## config.mk

```make
export PLATFORM = sky130hd
export DESIGN_NAME = codec_init_seq
export DESIGN_NICKNAME = d
export VERILOG_FILES = /design/src/rtl/seq_pkg.sv /design/src/rtl/seq_bus_port.sv /design/src/rtl/seq_poll_timer.sv /design/src/rtl/seq_codec_match.sv /design/src/rtl/seq_verb_rom.sv /design/src/rtl/codec_init_seq.sv
export SDC_FILE = /design/constraint.sdc
export NUM_CORES = 1
export LEC_CHECK = 0
export BUFFER_PORTS_ARGS = -buffer_cell sky130_fd_sc_hd__clkbuf_2
export CAP_MARGIN = 10
export CORE_MARGIN = 4
export CORE_UTILIZATION = 62
export CTS_BUF_LIST = sky130_fd_sc_hd__clkbuf_4
export CTS_CLUSTER_SIZE = 25
export DETAILED_ROUTE_END_ITERATION = 8
export GPL_ROUTABILITY_DRIVEN = 0
export HOLD_SLACK_MARGIN = 0.03
export PLACE_DENSITY = 0.86
export SLEW_MARGIN = 20
export SYNTH_ARGS = -nofsm -noshare
export SYNTH_HDL_FRONTEND = slang
export SYNTH_SLANG_ARGS = --single-unit
```

## constraint.sdc

```tcl
create_clock -name clk -period 4.58 [get_ports clk]
set_input_delay 1.145 -clock clk [delete_from_list [all_inputs] [get_ports clk]]
set_output_delay 1.145 -clock clk [all_outputs]
set_load 0.02 [all_outputs]
```

## src/rtl/seq_pkg.sv

```systemverilog
package seq_pkg;
  localparam int ADDR_W    = 8;
  localparam int DATA_W    = 32;
  localparam int CADDR_W   = 4;
  localparam int ENTRY_W   = 34;
  localparam int END_BIT   = 33;
  localparam int COND_BIT  = 32;

  localparam logic [ADDR_W-1:0] OFS_CTRL    = 8'h08;
  localparam logic [ADDR_W-1:0] OFS_PRESENT = 8'h0E;
  localparam logic [ADDR_W-1:0] OFS_CMD     = 8'h60;
  localparam logic [ADDR_W-1:0] OFS_RESP    = 8'h64;
  localparam logic [ADDR_W-1:0] OFS_STAT    = 8'h68;

  localparam logic [27:0] ID_VERB_TAIL = 28'h00F0000;

  localparam int DEMO_TABLES = 2;
  localparam int DEMO_DEPTH  = 8;

  typedef enum logic [1:0] {P_IDLE, P_REQ, P_RSP} port_st_t;

  typedef enum logic [4:0] {
    ST_IDLE, ST_CTL_WR, ST_CTL_POLL, ST_PRES_RD, ST_PICK,
    ST_ID_IDLE, ST_ID_CMD, ST_ID_GO, ST_ID_POLL, ST_ID_RD, ST_MATCH,
    ST_V_FETCH, ST_V_IDLE, ST_V_CMD, ST_V_GO, ST_V_POLL, ST_DONE
  } seq_st_t;

  function automatic logic [DEMO_TABLES*DEMO_DEPTH*ENTRY_W-1:0] demo_rom();
    logic [DEMO_TABLES*DEMO_DEPTH*ENTRY_W-1:0] r;
    r = '0;
    for (int t = 0; t < DEMO_TABLES; t++) begin
      for (int e = 0; e < DEMO_DEPTH; e++) begin
        logic stop, cnd;
        logic [31:0] v;
        stop = (t == 0) ? (e == 5) : (e == 3);
        cnd  = (t == 0) ? (e == 3 || e == 4) : (e == 1);
        v    = 32'h01471C00 + 32'(t) * 32'h00100000 + 32'(e) * 32'h00010000 + 32'(e);
        r[(t*DEMO_DEPTH+e)*ENTRY_W +: ENTRY_W] = {stop, cnd, v};
      end
    end
    return r;
  endfunction

  function automatic logic [DEMO_TABLES*CADDR_W-1:0] demo_match_addr();
    return {4'd2, 4'd0};
  endfunction

  function automatic logic [DEMO_TABLES*DATA_W-1:0] demo_match_id();
    return {32'h11D41984, 32'h10EC0262};
  endfunction
endpackage

```

## src/rtl/seq_bus_port.sv

```systemverilog
module seq_bus_port #(
  parameter int AW = 8,
  parameter int DW = 32
) (
  input  logic          clk,
  input  logic          rst_n,
  input  logic          op_start_i,
  input  logic          op_write_i,
  input  logic [AW-1:0] op_addr_i,
  input  logic [DW-1:0] op_wdata_i,
  output logic          idle_o,
  output logic          done_o,
  output logic [DW-1:0] rdata_o,
  output logic          req_valid_o,
  input  logic          req_ready_i,
  output logic          req_write_o,
  output logic [AW-1:0] req_addr_o,
  output logic [DW-1:0] req_wdata_o,
  input  logic          rsp_valid_i,
  input  logic [DW-1:0] rsp_rdata_i
);
  import seq_pkg::*;

  port_st_t      st_q;
  logic          wr_q;
  logic [AW-1:0] addr_q;
  logic [DW-1:0] data_q;

  always_ff @(posedge clk or negedge rst_n) begin
    if (!rst_n) begin
      st_q   <= P_IDLE;
      wr_q   <= 1'b0;
      addr_q <= '0;
      data_q <= '0;
    end else begin
      case (st_q)
        P_IDLE: if (op_start_i) begin
          wr_q   <= op_write_i;
          addr_q <= op_addr_i;
          data_q <= op_wdata_i;
          st_q   <= P_REQ;
        end
        P_REQ:   if (req_ready_i) st_q <= P_RSP;
        P_RSP:   if (rsp_valid_i) st_q <= P_IDLE;
        default: st_q <= P_IDLE;
      endcase
    end
  end

  assign req_valid_o = (st_q == P_REQ);
  assign req_write_o = wr_q;
  assign req_addr_o  = addr_q;
  assign req_wdata_o = data_q;
  assign idle_o      = (st_q == P_IDLE);
  assign done_o      = (st_q == P_RSP) && rsp_valid_i;
  assign rdata_o     = rsp_rdata_i;

  // a stalled request is held unchanged
  p_req_hold_r11: assert property (@(posedge clk) disable iff (!rst_n)
    (req_valid_o && !req_ready_i) |=> (req_valid_o && $stable(req_addr_o)
      && $stable(req_wdata_o) && $stable(req_write_o)))
    else $error("p_req_hold_r11");
endmodule

```

## src/rtl/seq_poll_timer.sv

```systemverilog
module seq_poll_timer #(
  parameter int LIMIT = 1024
) (
  input  logic clk,
  input  logic rst_n,
  input  logic clr_i,
  input  logic tick_i,
  output logic last_o
);
  localparam int CW = $clog2(LIMIT + 1);

  logic [CW-1:0] cnt_q;

  always_ff @(posedge clk or negedge rst_n) begin
    if (!rst_n)      cnt_q <= '0;
    else if (clr_i)  cnt_q <= '0;
    else if (tick_i) cnt_q <= cnt_q + CW'(1);
  end

  assign last_o = (cnt_q == CW'(LIMIT - 1));

  // the owner never advances the counter past its final count
  p_no_tick_at_last_r9: assert property (@(posedge clk) disable iff (!rst_n)
    tick_i |-> !last_o)
    else $error("p_no_tick_at_last_r9");
endmodule

```

## src/rtl/seq_codec_match.sv

```systemverilog
module seq_codec_match #(
  parameter int N_TABLES = 2,
  parameter int TW       = 1,
  parameter logic [N_TABLES*seq_pkg::CADDR_W-1:0] MATCH_ADDR = '0,
  parameter logic [N_TABLES*seq_pkg::DATA_W-1:0]  MATCH_ID   = '0
) (
  input  logic [seq_pkg::CADDR_W-1:0] caddr_i,
  input  logic [seq_pkg::DATA_W-1:0]  id_i,
  output logic                        hit_o,
  output logic [TW-1:0]               tbl_o
);
  import seq_pkg::*;

  logic [N_TABLES-1:0] row_hit;

  for (genvar t = 0; t < N_TABLES; t++) begin : g_row
    assign row_hit[t] = (MATCH_ADDR[t*CADDR_W +: CADDR_W] == caddr_i)
                     && (MATCH_ID[t*DATA_W +: DATA_W] == id_i);
  end

  always_comb begin
    hit_o = 1'b0;
    tbl_o = '0;
    for (int t = N_TABLES - 1; t >= 0; t--) begin
      if (row_hit[t]) begin
        hit_o = 1'b1;
        tbl_o = TW'(t);
      end
    end
  end
endmodule

```

## src/rtl/seq_verb_rom.sv

```systemverilog
module seq_verb_rom #(
  parameter int N_TABLES  = 2,
  parameter int TBL_DEPTH = 8,
  parameter int TW        = 1,
  parameter int EW        = 4,
  parameter logic [N_TABLES*TBL_DEPTH*seq_pkg::ENTRY_W-1:0] VERB_ROM = '0
) (
  input  logic [TW-1:0] tbl_i,
  input  logic [EW-1:0] ent_i,
  output logic [31:0]   verb_o,
  output logic          cond_o,
  output logic          last_o
);
  import seq_pkg::*;

  localparam int ROWS = N_TABLES * TBL_DEPTH;

  logic [ENTRY_W-1:0] rows [ROWS];
  logic [ENTRY_W-1:0] sel;
  int                 flat;

  for (genvar i = 0; i < ROWS; i++) begin : g_rows
    assign rows[i] = VERB_ROM[i*ENTRY_W +: ENTRY_W];
  end

  always_comb begin
    flat = int'(tbl_i) * TBL_DEPTH + int'(ent_i);
    sel  = '0;
    if (int'(ent_i) < TBL_DEPTH) begin
      for (int i = 0; i < ROWS; i++) begin
        if (i == flat) sel = rows[i];
      end
    end
  end

  assign verb_o = sel[31:0];
  assign cond_o = sel[COND_BIT];
  assign last_o = sel[END_BIT];
endmodule

```

## src/rtl/codec_init_seq.sv

```systemverilog
module codec_init_seq #(
  parameter int N_CODECS   = 3,
  parameter int N_TABLES   = seq_pkg::DEMO_TABLES,
  parameter int TBL_DEPTH  = seq_pkg::DEMO_DEPTH,
  parameter int POLL_LIMIT = 1024,
  parameter logic [N_TABLES*seq_pkg::CADDR_W-1:0] MATCH_ADDR = seq_pkg::demo_match_addr(),
  parameter logic [N_TABLES*seq_pkg::DATA_W-1:0]  MATCH_ID   = seq_pkg::demo_match_id(),
  parameter logic [N_TABLES*TBL_DEPTH*seq_pkg::ENTRY_W-1:0] VERB_ROM = seq_pkg::demo_rom()
) (
  input  logic        clk,
  input  logic        rst_n,
  input  logic        start_i,
  input  logic        jack_present_i,
  output logic        done_o,
  output logic        err_o,
  output logic        req_valid_o,
  input  logic        req_ready_i,
  output logic        req_write_o,
  output logic [7:0]  req_addr_o,
  output logic [31:0] req_wdata_o,
  input  logic        rsp_valid_i,
  input  logic [31:0] rsp_rdata_i
);
  import seq_pkg::*;

  localparam int TW = (N_TABLES > 1) ? $clog2(N_TABLES) : 1;
  localparam int EW = $clog2(TBL_DEPTH + 1);

  seq_st_t              st_q;
  logic [N_CODECS-1:0]  pres_q;
  logic [CADDR_W-1:0]   cur_q;
  logic [DATA_W-1:0]    id_q;
  logic [TW-1:0]        tbl_q;
  logic [EW-1:0]        ent_q;
  logic                 done_q, err_q;

  logic                 op_start, op_write, port_idle, op_done;
  logic [ADDR_W-1:0]    op_addr;
  logic [DATA_W-1:0]    op_wdata, op_rdata;
  logic                 bus_state, poll_state, poll_ok, poll_fail;
  logic                 tmr_clr, tmr_tick, tmr_last;
  logic                 pick_hit;
  logic [CADDR_W-1:0]   pick_idx;
  logic [N_CODECS-1:0]  cur_bit;
  logic                 m_hit;
  logic [TW-1:0]        m_tbl;
  logic [31:0]          rom_verb;
  logic                 rom_cond, rom_last, ent_ok;

  // Bus operation selected by the current state
  always_comb begin
    bus_state  = 1'b1;
    poll_state = 1'b0;
    op_write   = 1'b0;
    op_addr    = OFS_STAT;
    op_wdata   = '0;
    case (st_q)
      ST_CTL_WR:  begin op_write = 1'b1; op_addr = OFS_CTRL; op_wdata = 32'h1; end
      ST_CTL_POLL: begin op_addr = OFS_CTRL; poll_state = 1'b1; end
      ST_PRES_RD: op_addr = OFS_PRESENT;
      ST_ID_IDLE, ST_ID_POLL, ST_V_IDLE, ST_V_POLL: poll_state = 1'b1;
      ST_ID_CMD:  begin op_write = 1'b1; op_addr = OFS_CMD; op_wdata = {cur_q, ID_VERB_TAIL}; end
      ST_V_CMD:   begin op_write = 1'b1; op_addr = OFS_CMD; op_wdata = {cur_q, rom_verb[27:0]}; end
      ST_ID_GO, ST_V_GO: begin op_write = 1'b1; op_wdata = 32'h3; end
      ST_ID_RD:   op_addr = OFS_RESP;
      default:    bus_state = 1'b0;
    endcase
  end

  always_comb begin
    case (st_q)
      ST_CTL_POLL: poll_ok = op_rdata[0];
      ST_ID_POLL:  poll_ok = (op_rdata[1:0] == 2'b10);
      default:     poll_ok = !op_rdata[0];
    endcase
  end

  assign op_start  = bus_state && port_idle;
  assign poll_fail = op_done && poll_state && !poll_ok;
  assign tmr_tick  = poll_fail && !tmr_last;
  assign tmr_clr   = op_done && poll_state && (poll_ok || tmr_last);

  // Lowest present codec still pending
  always_comb begin
    pick_hit = 1'b0;
    pick_idx = '0;
    for (int i = N_CODECS - 1; i >= 0; i--) begin
      if (pres_q[i]) begin
        pick_hit = 1'b1;
        pick_idx = CADDR_W'(i);
      end
    end
  end

  assign cur_bit = N_CODECS'(1) << cur_q;
  assign ent_ok  = (ent_q < EW'(TBL_DEPTH));

  seq_bus_port #(.AW(ADDR_W), .DW(DATA_W)) u_port (
    .clk(clk), .rst_n(rst_n),
    .op_start_i(op_start), .op_write_i(op_write), .op_addr_i(op_addr), .op_wdata_i(op_wdata),
    .idle_o(port_idle), .done_o(op_done), .rdata_o(op_rdata),
    .req_valid_o(req_valid_o), .req_ready_i(req_ready_i), .req_write_o(req_write_o),
    .req_addr_o(req_addr_o), .req_wdata_o(req_wdata_o),
    .rsp_valid_i(rsp_valid_i), .rsp_rdata_i(rsp_rdata_i)
  );

  seq_poll_timer #(.LIMIT(POLL_LIMIT)) u_timer (
    .clk(clk), .rst_n(rst_n), .clr_i(tmr_clr), .tick_i(tmr_tick), .last_o(tmr_last)
  );

  seq_codec_match #(.N_TABLES(N_TABLES), .TW(TW), .MATCH_ADDR(MATCH_ADDR), .MATCH_ID(MATCH_ID)) u_match (
    .caddr_i(cur_q), .id_i(id_q), .hit_o(m_hit), .tbl_o(m_tbl)
  );

  seq_verb_rom #(.N_TABLES(N_TABLES), .TBL_DEPTH(TBL_DEPTH), .TW(TW), .EW(EW), .VERB_ROM(VERB_ROM)) u_rom (
    .tbl_i(tbl_q), .ent_i(ent_q), .verb_o(rom_verb), .cond_o(rom_cond), .last_o(rom_last)
  );

  always_ff @(posedge clk or negedge rst_n) begin
    if (!rst_n) begin
      st_q   <= ST_IDLE;
      pres_q <= '0;
      cur_q  <= '0;
      id_q   <= '0;
      tbl_q  <= '0;
      ent_q  <= '0;
      done_q <= 1'b0;
      err_q  <= 1'b0;
    end else begin
      case (st_q)
        ST_IDLE, ST_DONE: if (start_i) begin
          st_q   <= ST_CTL_WR;
          done_q <= 1'b0;
          err_q  <= 1'b0;
          pres_q <= '0;
        end
        ST_CTL_WR: if (op_done) st_q <= ST_CTL_POLL;
        ST_CTL_POLL: if (op_done) begin
          if (poll_ok) st_q <= ST_PRES_RD;
          else if (tmr_last) begin
            err_q  <= 1'b1;
            done_q <= 1'b1;
            st_q   <= ST_DONE;
          end
        end
        ST_PRES_RD: if (op_done) begin
          pres_q <= op_rdata[N_CODECS-1:0];
          st_q   <= ST_PICK;
        end
        ST_PICK: begin
          if (pick_hit) begin
            cur_q <= pick_idx;
            st_q  <= ST_ID_IDLE;
          end else begin
            done_q <= 1'b1;
            st_q   <= ST_DONE;
          end
        end
        ST_ID_IDLE, ST_ID_POLL, ST_V_IDLE, ST_V_POLL: if (op_done) begin
          if (poll_ok) begin
            case (st_q)
              ST_ID_IDLE: st_q <= ST_ID_CMD;
              ST_ID_POLL: st_q <= ST_ID_RD;
              ST_V_IDLE:  st_q <= ST_V_CMD;
              default: begin
                ent_q <= ent_q + EW'(1);
                st_q  <= ST_V_FETCH;
              end
            endcase
          end else if (tmr_last) begin
            err_q  <= 1'b1;
            pres_q <= pres_q & ~cur_bit;
            st_q   <= ST_PICK;
          end
        end
        ST_ID_CMD: if (op_done) st_q <= ST_ID_GO;
        ST_ID_GO:  if (op_done) st_q <= ST_ID_POLL;
        ST_ID_RD: if (op_done) begin
          id_q <= op_rdata;
          st_q <= ST_MATCH;
        end
        ST_MATCH: begin
          if (m_hit) begin
            tbl_q <= m_tbl;
            ent_q <= '0;
            st_q  <= ST_V_FETCH;
          end else begin
            pres_q <= pres_q & ~cur_bit;
            st_q   <= ST_PICK;
          end
        end
        ST_V_FETCH: begin
          if (!ent_ok || rom_last) begin
            pres_q <= pres_q & ~cur_bit;
            st_q   <= ST_PICK;
          end else if (rom_cond && !jack_present_i) begin
            ent_q <= ent_q + EW'(1);
          end else begin
            st_q <= ST_V_IDLE;
          end
        end
        ST_V_CMD: if (op_done) st_q <= ST_V_GO;
        ST_V_GO:  if (op_done) st_q <= ST_V_POLL;
        default:  st_q <= ST_IDLE;
      endcase
    end
  end

  assign done_o = done_q;
  assign err_o  = err_q;

  // once finished, the bus stays quiet
  p_done_quiet_r10: assert property (@(posedge clk) disable iff (!rst_n)
    done_o |-> !req_valid_o)
    else $error("p_done_quiet_r10");

  // every command word carries the codec address in bits 31:28
  p_cmd_caddr_r6: assert property (@(posedge clk) disable iff (!rst_n)
    (req_valid_o && req_write_o && req_addr_o == OFS_CMD) |-> (req_wdata_o[31:28] == cur_q))
    else $error("p_cmd_caddr_r6");

  // an end marker is never sent as a verb
  p_no_end_sent_r7: assert property (@(posedge clk) disable iff (!rst_n)
    (st_q == ST_V_CMD) |-> (!rom_last && ent_ok))
    else $error("p_no_end_sent_r7");

  // a tagged entry only heads for the bus when the jack flag was set
  p_cond_gate_r8: assert property (@(posedge clk) disable iff (!rst_n)
    (st_q == ST_V_IDLE && $past(st_q) == ST_V_FETCH) |-> ($past(!rom_cond) || $past(jack_present_i)))
    else $error("p_cond_gate_r8");

  // the error flag rises only after the poll counter reached its end
  p_err_cause_r9: assert property (@(posedge clk) disable iff (!rst_n)
    $rose(err_o) |-> $past(tmr_last))
    else $error("p_err_cause_r9");
endmodule

```

# Word-level counts from Yosys, hierarchy flattened
# Cells that the tools add are included.
classes:
  addsub: 3
  n_lt_le_gt_ge: 2
  eq_ne: 69
  n_shift: 1
  n_mux: 80
  bitwise_logic: 2
  reduce_logical: 44
op_table:
  columns: ["op", "count"]
  rows:
  - ["34-bit 2-to-1 mux", 12]
  - ["5-bit by 32-bit == test with 1-bit output, first input constant", 8]
  - ["4-bit by 32-bit == test with 1-bit output, first input constant", 4]
  - ["32-bit one-hot mux with 4 select lines", 1]
  - ["5-bit 2-to-1 mux", 17]
  - ["25-bit 2-to-1 mux", 3]
  - ["33-bit 2-to-1 mux", 2]
  - ["5-bit one-hot mux with 13 select lines", 1]
  - ["29-bit by 32-bit == test with 1-bit output, first input constant", 2]
  - ["3-bit by 32-bit == test with 1-bit output, first input constant", 2]
  - ["2-bit != test, second input constant", 25]
  - ["5-bit by 4-bit == test with 1-bit output, second input constant", 8]
  - ["4-bit 2-to-1 mux", 9]
  - ["2-bit by 32-bit == test with 1-bit output, first input constant", 1]
  - ["32-bit zero test", 1]
  - ["7-bit one-hot mux with 4 select lines", 1]
  - ["4-bit one-hot mux with 3 select lines", 2]
  - ["11-bit 2-to-1 mux", 2]
  - ["3-bit 2-to-1 mux", 7]
  - ["5-bit by 3-bit == test with 1-bit output, second input constant", 4]
  - ["3-bit one-hot mux with 5 select lines", 1]
  - ["1-bit 2-to-1 mux", 14]
  - ["13-bit AND reduction", 1]
  - ["12-bit OR reduction", 1]
  - ["other kinds (39)", 72]
totals:
  ff_bits: 105
  output_inout_bits: 44
  wordCells: 214

# Logic depth before layout (Yosys ltp)
depth:
  word_depth: 23
  mapped_depth: 9
  mapped_depth_nobuf: 8

# Modules after synthesis
# From an unflattened synthesis, not the netlist that was laid out.
unflattened:
  cells_unflattened: 553
  area_unflattened_um2: 6032.0
by_module_without_submodules:
  columns: ["module", "n_inst", "cells_per_inst", "area_each_um2", "seq_area_each_um2"]
  rows:
  - ["codec_init_seq", 1, 302, 3050.4, 1226.2]
  - ["seq_bus_port", 1, 130, 1896.8, 1076.0]
  - ["seq_poll_timer", 1, 56, 555.5, 275.3]
  - ["seq_verb_rom", 1, 46, 346.6, 0.0]
  - ["seq_codec_match", 1, 19, 182.7, 0.0]

# Worst setup path before layout
# OpenSTA, ideal clock, no wires.
synth_timing:
  path_kind: "input-to-reg"
  start: "in rsp_rdata_i[0]"
  end: "reg st_q[0]"
  setup_time_ns: 0.128
  t_arrival_ns: 2.668
  required_time_ns: 4.452
  setup_slack_ns: 1.784
  cell_stages: 7
  path_cell_list: "clkbuf_1 -> or3_1 -> and3_1 -> buf_6 -> nor2_2 -> a211o_2 -> mux2_1"
synth_between:
  elab_chain_cells: 5
synth_lines:
  columns: ["item", "line", "source"]
  rows:
  - ["from (decl)", "codec_init_seq.sv:22", "input logic [31:0] rsp_rdata_i"]
  - ["2-bit == test / 1-bit zero test (equally long branches)", "codec_init_seq.sv:73, codec_init_seq.sv:74", null]
  - ["1-bit one-hot mux with 2 select lines *", "codec_init_seq.sv:71", "case (st_q)"]
  - ["5-bit 2-to-1 mux, on equally long branches", "codec_init_seq.sv:160, codec_init_seq.sv:139", null]
  - ["5-bit 2-to-1 mux, on equally long branches", "codec_init_seq.sv:159, codec_init_seq.sv:138", null]
  - ["5-bit one-hot mux with 13 select lines", "codec_init_seq.sv:130", "case (st_q)"]
  - ["to (signal assigned)", "codec_init_seq.sv:132", "st_q <= ST_CTL_WR;"]
  - ["to (signal assigned)", "codec_init_seq.sv:162", "ST_ID_IDLE: st_q <= ST_ID_CMD;"]
  - ["to (signal assigned)", "codec_init_seq.sv:163", "ST_ID_POLL: st_q <= ST_ID_RD;"]
  - ["to (decl)", "codec_init_seq.sv:29", "seq_st_t st_q;"]
# Every way passes the cells marked *; elsewhere a longest branch is shown, timed or not. The select of a mux whose other input is x is not followed.
# A chain may end at the register's enable or synchronous reset.

# Worst setup path in the final report
layout_timing:
  start: "reg st_q[3]"
  end: "reg st_q[0]"
layout_between:
  elab_chain_cells: 5
layout_lines:
  columns: ["item", "line", "source"]
  rows:
  - ["from (signal assigned)", "codec_init_seq.sv:121", "st_q <= ST_IDLE;"]
  - ["from (signal assigned)", "codec_init_seq.sv:132", null]
  - ["from (signal assigned)", "codec_init_seq.sv:137", "ST_CTL_WR: if (op_done) st_q <= ST_CTL_POLL;"]
  - ["5-bit by 4-bit == test with 1-bit output (tied with other cells)", "codec_init_seq.sv:130, codec_init_seq.sv:161", null]
  - ["4-bit one-hot mux with 3 select lines / 1-bit one-hot mux with 2 select lines (equally long branches)", "codec_init_seq.sv:161, codec_init_seq.sv:71", null]
  - ["5-bit 2-to-1 mux, on equally long branches", "codec_init_seq.sv:160, codec_init_seq.sv:139", null]
  - ["5-bit 2-to-1 mux, on equally long branches", "codec_init_seq.sv:159, codec_init_seq.sv:138", null]
  - ["5-bit one-hot mux with 13 select lines", "codec_init_seq.sv:130", null]
# Parallel ways exist; a longest one is shown, timed or not. The select of a mux whose other input is x is not followed.

==> impl_metrics.py <==
metrics = {
    "synthesis": {
        "synth_area_per_cell_um2": 9.73,
        "syn_area_mm2": 0.00443,
        "synth_cell_types": 62,
        "synth-async-reset-ratio": 1.00,
        "synth_seq_area_share": 0.441,
        "synth_cells": 455,
        "synth-seq-cells": 78,
        "synth_enable_flop_cells": 0,
        "yosys_warnings": 0,
        "ys.flop_type": "dfrtp_1",
    },
    "route": {
        "vias": 3647,
        "dr.first_iter.drc_count": 366,
        "route.detailed.drc": 0,
        "drtPass1Iterations": 5,
        "wirelength_mm": 9.82,
        "ant_nets": 0,
        "routedWlPerCell_um": 16.4,
        "routed_via_density": 6.09,
    },
    "sta": {
        "final.setup.tns_ns": 0,
        "max_freq_mhz": 347,
        "clock_skew_ns": 0.0169,
        "holdWs_ns": 0.485,
        "slew_viol_final": 0,
        "rsz0062_at_grt": "no",
        "finalCritPeriodShare": 0.629,
        "finalSetupViolCount": 0,
        "hold_viol": 0,
        "max_slew_margin": 0.313,
        "postLayoutSetupSlackWorst_ns": 1.70,
        "tightest_slew_ns": 1.02,
        "min_period_ns": 2.88,
    },
    "power_and_ir_drop": {
        "powerDensity_mw_per_mm2": 584,
        "comb_power_share": 0.429,
        "ir_worst_vdd_mv": 0.289,
        "leakage_nw": 2.27,
        "finalPower_mw": 2.81,
        "seq_power_share": 0.403,
        "p_int_mw": 1.60,
        "swShare": 0.432,
        "p_switching_mw": 1.21,
        "pwr-share-clk": 0.168,
    },
    "global_routing": {
        "grt_max_degree": 79,
        "track_usage": 0.238,
        "grt.overflow.total": 0,
        "antenna_found_initial": 0,
        "grt_pass1_wl_mm": 16.1,
        "grt_pass1_vias": 3357,
    },
    "setup_path": {
        "rr_startpoint": "st_q[3]",
        "cp-startpoint": "st_q[3]",
        "cp_max_fo": 26,
        "crit_chain": "or3b_1, or3_4, and3_1, nor2_2, a211o_2, mux2_1",
        "critical-path-max-stage-delay_ns": 0.86,
        "cp.depth": 6,
        "start_kind": "flop",
        "cp_data_required_time_ns": 4.90,
        "slowest_stage": "dfrtp_1",
        "endpoint_kind": "flop",
        "worstReg2RegEnd": "st_q[0]",
        "cp.arrival_ns": 3.21,
        "critPathTopFamily": "simple AND/OR/NAND/NOR gates",
        "crit_type": "flop to flop",
        "path_buf_inv": 0,
        "reg2reg_depth": 6,
        "rrSetupSlack_ns": 1.70,
    },
    "place": {
        "place_hpwl_mm": 7.08,
        "port_buffers": 61,
        "place_ws_ns": 1.66,
    },
    "floorplan": {
        "die_w_um": 92.5,
        "start_util": 0.645,
        "placeableCoreArea_mm2": 0.00687,
        "num_rows": 30,
        "dieArea_mm2": 0.00856,
        "ios": 82,
        "die-height_um": 92.5,
    },
    "clocking": {
        "cts_buffer_depth": 2,
        "clock_latency_ns": 0.43,
        "clock-sinks": 78,
        "ctsHoldBuffers": 0,
        "path_clk_slew_ns": 0.13,
        "cts_setup_buffers": 0,
        "htreeDepth": 3,
        "cts_made_buffers": 9,
        "cts-root-buf": "clkbuf_4",
        "cts_tree": "done",
        "cts-resized-gates": 0,
    },
    "cells_and_area": {
        "drive_gt1_frac": 0.235,
        "n_antenna_cell": 0,
        "utilization": 0.701,
        "area_growth_pct": 8.67,
        "nNetsFinal": 542,
    },
    "flow_run": {
        "maxCapViolCount": 0,
    },
    "min_path": {
        "hp-start": "u_port.req_write_o",
        "hold_path_end": "u_port.req_write_o",
        "hold_path.class": "flop to flop",
        "holdPathStages": 1,
    },
    "outcome": {
        "status": "finished, final reports clean",
    },
}
## worst max path at each step
stage                           to  slack, ns
after floorplan            st_q[0]       1.78
after global placement     st_q[4]       1.72
after detailed placement  ent_q[3]       1.66
after CTS                  st_q[4]       1.74
after global routing       st_q[0]       1.58
final                      st_q[0]       1.70
## worst register-to-register path: cells and delay by family (launching register included)
family	cells	cell delay, ns
muxes	1	0.33
AOI/OAI and AO/OA	1	0.22
and+or+nand+nor	4	1.37
DFF	1	0.86
## power by group through the flow
| stage | clock network, mW | logic, mW | registers (mW) |
|---|---|---|---|
| 3_5_place_dp | 0 | 1.18 | 1.14 |
| 4_1_cts | 0.479 | 1.19 | 1.12 |
| 5_1_grt | 0.517 | 1.33 | 1.16 |
| 2_1_floorplan | 0 | 1.02 | 1.02 |
| 6_report | 0.472 | 1.20 | 1.13 |
| 3_3_place_gp | 0 | 1.14 | 1.12 |
## registers in the layout, indices dropped and copies added, names as in the netlist
signal and flops:
id_q 32, tbl_q 1, u_port.req_write_o 1, u_port.req_addr_o 4
cur_q 2, st_q 5, u_port.req_wdata_o 11, done_o 1
u_timer.cnt_q 11, ent_q 4, err_o 1, u_port.st_q 2
pres_q 3
## cell families (layout without fill, tap and decap cells)
family | after synthesis | count (layout) | share of synthesized area
buf+inv | 59 | 88 | 0.0740
xor+xnor | 10 | 10 | 0.0198
simple gates | 166 | 166 | 0.199
fa+ha+maj | 6 | 6 | 0.0169
mux | 38 | 38 | 0.0958
other cells | 1 | 20 | 0.000847
flops | 78 | 78 | 0.441
compound gates | 97 | 97 | 0.153
## metrics by stage
| stage | cells | instance area (µm²) |
|---|---|---|
| 2_1_floorplan | 474 | 4500 |
| 3_3_place_gp | 583 | 4650 |
| 3_5_place_dp | 583 | 4650 |
| 4_1_cts | 599 | 4810 |
| 5_1_grt | 599 | 4810 |
| 6_report | 599 | 4810 |
## layer usage
metal | vias up | part of all wire | track usage
li1 | 1690 | - | -
met1 | 1736 | 0.42 | 0.315
met5 | - | 0 | 0
met4 | 0 | 0.029 | 0.116
met3 | 31 | 0.088 | 0.0544
met2 | 190 | 0.46 | 0.367
## Yosys cell counts, drive strengths merged, types with 9 or more instances
master,count,share of area
a21oi,16,0.018
a22o,11,0.022
buf,35,0.054
clkbuf,14,0.012
dfrtp,78,0.44
inv,10,0.0085
mux2,35,0.089
nand2,35,0.030
nand2b,10,0.014
nand3,11,0.012
nor2,40,0.034
nor2b,9,0.013
nor3,9,0.010
nor4,9,0.013
o21ai,26,0.029
xnor2,9,0.018
## cell usage in the layout (no fill, tap or decap), drive strengths merged, types with 4 or more instances in the layout
cell,netlist,final
nor2b,9,9
nor3,9,9
or3,6,6
nor4bb,5,5
ha,6,6
nand2,35,35
mux2,35,35
o21ai,26,26
or2,4,4
inv,10,10
xnor2,9,9
nand2b,10,10
a22o,11,11
a211o,4,4
dfrtp,78,78
a31oi,5,5
nand4,5,5
and2,4,4
nor4,9,9
clkbuf,14,70
a21o,4,4
nor3b,6,6
o31ai,4,4
a21oi,16,16
nand3,11,11
nor2,40,40
conb,1,20
## area by class of cell
type | count | area, µm²
clock inverters | 6 | 86.3
flip-flops and latches | 78 | 1950
multi-input cells | 337 | 2230
well taps | 96 | 120
fillers | 541 | 2060
inverters | 10 | 37.5
repair buffers | 62 | 315
clock buffers | 10 | 75.1
No activity file was read; power rests on OpenSTA's default activity.
